==> src/rtl/gpio_irq_pkg.sv <==
package gpio_irq_pkg;
  localparam int unsigned ADDR_W = 3;

  typedef enum logic [ADDR_W-1:0] {
    REG_OUT_SEL  = 3'd0,
    REG_SENSE_ON = 3'd1,
    REG_EDGE_MD  = 3'd2,
    REG_ANY_EDGE = 3'd3,
    REG_INVERT   = 3'd4,
    REG_IRQ_EN   = 3'd5,
    REG_EVENTS   = 3'd6,
    REG_PIN_LVL  = 3'd7
  } reg_sel_e;
endpackage

==> src/rtl/gpio_sync.sv <==
module gpio_sync #(
  parameter int unsigned W      = 16,
  parameter int unsigned STAGES = 2
) (
  input  logic         clk,
  input  logic         rst_n,
  input  logic [W-1:0] raw_i,
  output logic [W-1:0] cur_o,
  output logic [W-1:0] prev_o
);
  // STAGES synchronizer flops plus one history flop for edge detection
  localparam int unsigned DEPTH = STAGES + 1;
  logic [W-1:0] chain_q [DEPTH];

  always_ff @(posedge clk) begin
    if (!rst_n) begin
      for (int k = 0; k < DEPTH; k++) chain_q[k] <= '0;
    end else begin
      chain_q[0] <= raw_i;
      for (int k = 1; k < DEPTH; k++) chain_q[k] <= chain_q[k-1];
    end
  end

  assign cur_o  = chain_q[STAGES-1];
  assign prev_o = chain_q[STAGES];
endmodule

==> src/rtl/gpio_cfg_regs.sv <==
module gpio_cfg_regs
  import gpio_irq_pkg::*;
#(
  parameter int unsigned W = 16
) (
  input  logic              clk,
  input  logic              rst_n,
  input  logic              we_i,
  input  logic [ADDR_W-1:0] addr_i,
  input  logic [W-1:0]      wdata_i,
  output logic [W-1:0]      out_sel_o,
  output logic [W-1:0]      sense_on_o,
  output logic [W-1:0]      edge_md_o,
  output logic [W-1:0]      any_edge_o,
  output logic [W-1:0]      invert_o,
  output logic [W-1:0]      irq_en_o,
  output logic [W-1:0]      clr_o
);
  localparam int unsigned NCFG = 6;
  logic [W-1:0] cfg_q [NCFG];

  for (genvar g = 0; g < NCFG; g++) begin : g_cfg
    always_ff @(posedge clk) begin
      if (!rst_n)                                    cfg_q[g] <= '0;
      else if (we_i && addr_i == ADDR_W'(g))         cfg_q[g] <= wdata_i;
    end
  end

  assign out_sel_o  = cfg_q[REG_OUT_SEL];
  assign sense_on_o = cfg_q[REG_SENSE_ON];
  assign edge_md_o  = cfg_q[REG_EDGE_MD];
  assign any_edge_o = cfg_q[REG_ANY_EDGE];
  assign invert_o   = cfg_q[REG_INVERT];
  assign irq_en_o   = cfg_q[REG_IRQ_EN];

  // A zero bit in a write to the event register requests a clear
  assign clr_o = (we_i && addr_i == REG_EVENTS) ? ~wdata_i : '0;
endmodule

==> src/rtl/gpio_sense_cell.sv <==
module gpio_sense_cell (
  input  logic clk,
  input  logic rst_n,
  input  logic en_i,
  input  logic edge_md_i,
  input  logic any_edge_i,
  input  logic invert_i,
  input  logic cur_i,
  input  logic prev_i,
  input  logic clr_i,
  output logic flag_o
);
  logic rise, fall, hit;

  always_comb begin
    rise = cur_i & ~prev_i;
    fall = ~cur_i & prev_i;
    if (any_edge_i)     hit = rise | fall;
    else if (invert_i)  hit = fall;
    else                hit = rise;
    hit = hit & en_i;
  end

  always_ff @(posedge clk) begin
    if (!rst_n)          flag_o <= 1'b0;
    else if (!edge_md_i) flag_o <= en_i & (cur_i ^ invert_i);
    else                 flag_o <= hit | (flag_o & ~clr_i);
  end
endmodule

==> src/rtl/gpio_irq_sense.sv <==
module gpio_irq_sense
  import gpio_irq_pkg::*;
#(
  parameter int unsigned W           = 16,
  parameter int unsigned SYNC_STAGES = 2
) (
  input  logic              clk,
  input  logic              rst_n,
  input  logic [W-1:0]      pin_i,
  input  logic              reg_we,
  input  logic [ADDR_W-1:0] reg_addr,
  input  logic [W-1:0]      reg_wdata,
  output logic [W-1:0]      reg_rdata,
  output logic              irq_o
);
  logic [W-1:0] lvl_cur, lvl_prev;
  logic [W-1:0] out_sel_q, sense_on_q, edge_q, any_edge_q, invert_q, mask_q;
  logic [W-1:0] clr_vec, flag_q, sense_en;

  gpio_sync #(.W(W), .STAGES(SYNC_STAGES)) u_sync (
    .clk(clk), .rst_n(rst_n), .raw_i(pin_i), .cur_o(lvl_cur), .prev_o(lvl_prev)
  );

  gpio_cfg_regs #(.W(W)) u_regs (
    .clk(clk), .rst_n(rst_n), .we_i(reg_we), .addr_i(reg_addr), .wdata_i(reg_wdata),
    .out_sel_o(out_sel_q), .sense_on_o(sense_on_q), .edge_md_o(edge_q),
    .any_edge_o(any_edge_q), .invert_o(invert_q), .irq_en_o(mask_q), .clr_o(clr_vec)
  );

  assign sense_en = sense_on_q & ~out_sel_q;

  for (genvar p = 0; p < W; p++) begin : g_pin
    gpio_sense_cell u_cell (
      .clk(clk), .rst_n(rst_n), .en_i(sense_en[p]), .edge_md_i(edge_q[p]),
      .any_edge_i(any_edge_q[p]), .invert_i(invert_q[p]), .cur_i(lvl_cur[p]),
      .prev_i(lvl_prev[p]), .clr_i(clr_vec[p]), .flag_o(flag_q[p])
    );
  end

  assign irq_o = |(flag_q & mask_q);

  always_comb begin
    case (reg_sel_e'(reg_addr))
      REG_OUT_SEL:  reg_rdata = out_sel_q;
      REG_SENSE_ON: reg_rdata = sense_on_q;
      REG_EDGE_MD:  reg_rdata = edge_q;
      REG_ANY_EDGE: reg_rdata = any_edge_q;
      REG_INVERT:   reg_rdata = invert_q;
      REG_IRQ_EN:   reg_rdata = mask_q;
      REG_EVENTS:   reg_rdata = flag_q;
      default:      reg_rdata = lvl_cur;
    endcase
  end
endmodule

==> config.mk <==
export PLATFORM = sky130hd
export DESIGN_NAME = gpio_irq_sense
export DESIGN_NICKNAME = d
export VERILOG_FILES = /design/src/rtl/gpio_irq_pkg.sv /design/src/rtl/gpio_sync.sv /design/src/rtl/gpio_cfg_regs.sv /design/src/rtl/gpio_sense_cell.sv /design/src/rtl/gpio_irq_sense.sv
export SDC_FILE = /design/constraint.sdc
export NUM_CORES = 1
export LEC_CHECK = 0
export BUFFER_PORTS_ARGS = -buffer_cell sky130_fd_sc_hd__buf_2
export CAP_MARGIN = 20
export CORE_UTILIZATION = 45
export CTS_CLUSTER_SIZE = 8
export DETAILED_ROUTE_END_ITERATION = 10
export GPL_ROUTABILITY_DRIVEN = 0
export PLACE_DENSITY = 0.75
export SLEW_MARGIN = 15
export SYNTH_ARGS = -nofsm -noshare
export SYNTH_HDL_FRONTEND = slang
export SYNTH_HIERARCHICAL = 1
export SYNTH_SLANG_ARGS = --single-unit
export TNS_END_PERCENT = 1
==> constraint.sdc <==
create_clock -name clk -period 2.4 [get_ports clk]
set_input_delay 0.48 -clock clk [delete_from_list [all_inputs] [get_ports clk]]
set_output_delay 0.48 -clock clk [all_outputs]
set_load 0.005 [all_outputs]
# Word-level counts from Yosys, hierarchy flattened
# Memories as Yosys holds them, arrays and structs flattened.
# Cells that the tools add are included.
dict set report totals {
  memories 2
  regBits 16
  elab_cells 301
  ramBits 144
  latch_bits 0
  out_inout_bits 17
  in_bits 38
  romBits 0
}
dict set report classes {
  shifts 0
  n_eq_ne 6
  mux 79
  n_addsub 0
  reduce_logical 9
  div_mod_pow 0
  bitwise_logic 189
  n_mul 0
  n_lt_le_gt_ge 0
}
# name depth width read_ports rd_clocked_by_memory_dff write_ports line
set memory_table {}
lappend memory_table {u_regs.cfg_q 6 16 6 0 6 gpio_cfg_regs.sv:20} ;# logic [W-1:0] cfg_q [NCFG];
lappend memory_table {u_sync.chain_q 3 16 3 0 3 gpio_sync.sv:13} ;# logic [W-1:0] chain_q [DEPTH];
# operator count
set ops {}
lappend ops {{16-bit 2-to-1 mux} 10}
lappend ops {{16-bit one-hot mux with 7 select lines} 1}
lappend ops {{1-bit bitwise AND} 80}
lappend ops {{1-bit 2-to-1 mux} 68}
lappend ops {{1-bit inverter} 48}
lappend ops {{1-bit OR} 41}
lappend ops {{16-bit bitwise AND} 2}
lappend ops {{16-bit inverter} 2}
lappend ops {{16-bit OR reduction} 1}
lappend ops {{1-bit XOR} 16}
lappend ops {{3-bit equality test, second input constant} 3}
lappend ops {{1-bit logical AND} 7}
lappend ops {{3-bit by 2-bit equality test with 1-bit output, second input constant} 2}
lappend ops {{3-bit by 1-bit equality test with 1-bit output, second input constant} 1}
lappend ops {{3-bit zero test} 1}

# Logic depth before layout (Yosys ltp)
dict set report depth {
  depth_word 7
  ltp_mapped 7
  mapped_depth_nobuf 5
}

# Modules after synthesis
# The synthesis kept the hierarchy.
# module cells_per_inst n_inst area_each_um2 seq_area_each_um2
set modules_own_cells {}
lappend modules_own_cells {gpio_cfg_regs 259 1 3766.1 2882.8}
lappend modules_own_cells {gpio_sense_cell 13 16 118.9 20.0}
lappend modules_own_cells {gpio_sync 133 1 1571.5 960.9}
lappend modules_own_cells {gpio_irq_sense 177 1 1258.7 0.0}

# Worst setup path after synthesis
# OpenSTA, ideal clock, no wires.
dict set report synth_timing {
  kind {in2reg}
  start {input reg_we}
  end {memory u_regs.cfg_q[4][0], enable pin}
  slack_ns -0.142
  required_ns 1.989
  setup_ns 0.411
  n_path_buf 2
  cell_stages 4
  arrival_time_ns 2.131
  cell_sequence {buf_2 > buf_2 > nand2_1 > o21ai_0}
}
# element line
set synth_rtl {}
lappend synth_rtl {{start, declared} gpio_irq_sense.sv:10} ;# input logic reg_we,
lappend synth_rtl {{end, declared} gpio_cfg_regs.sv:20}

# Final worst setup path
dict set report layout_timing {
  start {input reg_addr[2]}
  end {output reg_rdata[11]}
}
dict set report layout_via {
  elab_chain_cells 2
  word_cells_on_any_way 8
  cone_classes {6 x eq/ne; 1 x mux; 1 x reduce/logical}
}
# element line
set layout_rtl {}
lappend layout_rtl {{start, declared} gpio_irq_sense.sv:11} ;# input logic [ADDR_W-1:0] reg_addr,
lappend layout_rtl {{3-bit equality test, or another cell as far along} gpio_irq_sense.sv:43} ;# case (reg_sel_e'(reg_addr))
lappend layout_rtl {{16-bit one-hot mux with 7 select lines *} gpio_irq_sense.sv:43}
lappend layout_rtl {{end, declared} gpio_irq_sense.sv:13} ;# output logic [W-1:0] reg_rdata,
# Every way passes the cells marked *; elsewhere a longest branch is shown, timed or not.

==> flow_summary.json <==
{
  "worstPathArrival_ns": 1.89,
  "antenna_cells": 0,
  "ioPinCount": 55,
  "syn-cell-area_sq_mm": 0.00850,
  "finalCriticalPeriod_ns": 2.37,
  "synth_warnings": 6,
  "synth_top_area_frac": 0.339,
  "synthToLayoutAreaGrowth_pct": 11.2,
  "holdWs_ns": 0.247,
  "slew_headroom": 0.489,
  "crit_type": "in -> out",
  "grt_pass1_wl_microns": 33400,
  "clk_pin_slew_ns": 0.06,
  "final_cell_mix": "edfxtp_1 (96), nor2_1 (86), dfxtp_1 (64)",
  "synth_top_area_cell": "edfxtp_1",
  "drive_gt1_frac": 0.247,
  "port_buffers": 54,
  "fin_util": 0.519,
  "grt_pass1_vias": 5939,
  "die_area_sq_mm": 0.0194,
  "grt_overflow": 0,
  "worst_slack_ns": 0.0344,
  "end_kind": "output pin",
  "fillers": 1594,
  "period_share": 0.986,
  "grt_setup_unrepaired": "yes",
  "max_cap_viol_count": 0,
  "cts_sinks": 160,
  "worstMarginPinSlew_ns": 0.765,
  "die_y_microns": 139,
  "ant_nets": 0,
  "cts-buffers-inserted": 17,
  "rows": 49,
  "power_leakage_uw": 0.00373,
  "syn_inst": 777,
  "yosysSeqAreaShare": 0.490,
  "synth.avg_cell_area_sq_um": 10.9,
  "hpwl_microns": 13900,
  "drc": 1,
  "post-cts-setup-buffers": 0,
  "antenna_found_initial": 0,
  "h-tree-depth": 4,
  "fin_skew_ns": 0.00607,
  "coreArea_sq_mm": 0.0182,
  "drv_slew": 0,
  "cts-root-buf": "clkbuf_16",
  "dp_slack_ns": -0.306,
  "layout_commonest_cell": "edfxtp_1",
  "max_stage_delay_ns": 0.61,
  "clk_latency_ns": 0.43,
  "grtUsageTotal": 0.230,
  "initial_core_util": 0.467,
  "ys_top_cells_by_area": "edfxtp_1 (34%), dfxtp_1 (15%), ha_1 (4.7%), nor2_1 (3.8%), buf_4 (3.4%)",
  "worst-path-max-fanout": 11,
  "violations": "design-rule violations",
  "status": "finished with violations",
  "drt_iter0_markers": 671,
  "irDropWorstVdd_mv": 0.415,
  "cp-start-kind": "primary input",
  "ctsHoldBuffers": 0,
  "fmax_ghz": 0.423,
  "crit_required_ns": 1.92,
  "drt_wl_total_microns": 21500,
  "yosys_register_bits": 160,
  "vias_per_cell": 5.83,
  "nets": 884,
  "cp_cell_sequence": "buf_2 -> nor2_2 -> a221oi_1 -> a21oi_1 -> o22a_1 -> buf_2",
  "powerDensity_mw_per_mm2": 701,
  "hp-class": "in -> reg",
  "cpMostUsedCell": "buf_2",
  "rrSetupSlack_ns": 0.94,
  "cts_tree": "done",
  "crit_family": "simple AND/OR/NAND/NOR gates",
  "vias": 6152,
  "critPathBufInv": 2,
  "syn_nets": 847,
  "fp.dieW_microns": 139,
  "wl_per_cell_microns": 20.4,
  "grt_max_degree": 87,
  "dr.pass1.iters": 7,
  "finalSetupViolCount": 0,
  "crit_path_top_delay_cell": "nor2_2",
  "final-hold-violation-count": 0,
  "cts.path.max_buffers": 2,
  "ys_types": 48
}
cell families after synthesis:
| group | after synthesis | share of synthesized area |
|---|---|---|
| buffers and inverters | 124 | 0.0854 |
| multiplexers | 25 | 0.0343 |
| AO/OA/AOI/OAI | 149 | 0.150 |
| adder cells (fa/ha/maj) | 32 | 0.0471 |
| flip-flops | 160 | 0.490 |
| AND/OR/NAND/NOR | 271 | 0.176 |
| XOR/XNOR | 16 | 0.0165 |
registers in the layout, summed over array words and instances (netlist names):
name                 flops
g_pin.u_cell/flag_o     16
u_regs/cfg_q            96
u_sync/chain_q          48
Yosys cell counts (all sizes together):
cell type / instances
a32o: 1
mux2: 23
inv: 50
ha: 32
nand2b: 22
buf: 61
and2: 51
nor3b: 1
or2: 1
a311oi: 16
xor2: 16
a22oi: 11
a41oi: 3
o21ai: 14
mux2i: 1
and3: 33
nor2: 88
o32ai: 1
dfxtp: 64
a221oi: 26
nor2b: 19
clkbuf: 13
a21oi: 44
o22ai: 2
o22a: 11
and2b: 1
edfxtp: 96
nand2: 37
a22o: 4
nand4b: 17
mux4: 1
o211ai: 16
nand4: 1
routing by layer:
| layer | vias to the layer above | global-route usage | share of wire |
|---|---|---|---|
| met2 | 327 | 0.363 | 0.48 |
| met5 | - | 0 | 0 |
| met3 | 45 | 0.0575 | 0.095 |
| met1 | 2970 | 0.298 | 0.41 |
| li1 | 2810 | - | - |
| met4 | 0 | 0.106 | 0.023 |
path summary, 6_finish.rpt:
| path | from | endpoint | cells after the start |
|---|---|---|---|
| setup / recovery | reg_addr[2] | reg_rdata[11] | 6 |
| hold / removal | pin_i[10] | u_sync/chain_q[0][10] | 2 |
| setup reg to reg | u_sync/chain_q[0][21] | g_pin[5].u_cell/flag_o | 5 |
| hold reg to reg | u_sync/chain_q[0][4] | u_sync/chain_q[0][20] | 1 |
repair_timing:
action	CTS	global route
endpoints found under the setup margin	11	8
hold endpoints to repair	0	0
resized for setup	1	2
final cells by class:
type | count | area [sq um] | area share
sequential | 160 | 4160 | 0.441
multi-input combinational | 493 | 3620 | 0.383
timing repair buffer | 92 | 622 | 0.0658
clock buffer | 18 | 429 | 0.0454
tap | 229 | 287 | 0.0303
inverter | 50 | 188 | 0.0199
clock inverter | 14 | 144 | 0.0152
report_power, final:
part	switching (uW)	leakage (uW)	internal [uW]	total [uW]
registers	142	0.00146	3080	3220
logic	439	0.00200	322	761
clock network	1120	0.000279	1530	2640
total	1700	0.00373	4930	6630
metrics by stage:
| stage | cell area, sq um | setup TNS, ns | instances | power (uW) |
|---|---|---|---|---|
| floorplan | 8500 | -5.99 | 777 | 3730 |
| global placement | 8860 | -1.81 | 1024 | 4000 |
| global route | 9450 | -0.0339 | 1056 | 6840 |
| detailed placement | 8860 | -2.90 | 1024 | 4020 |
| finish | 9450 | 0 | 1056 | 6630 |
| CTS | 9440 | 0 | 1056 | 6640 |
Note: power is estimated with default switching activity, not from simulation.
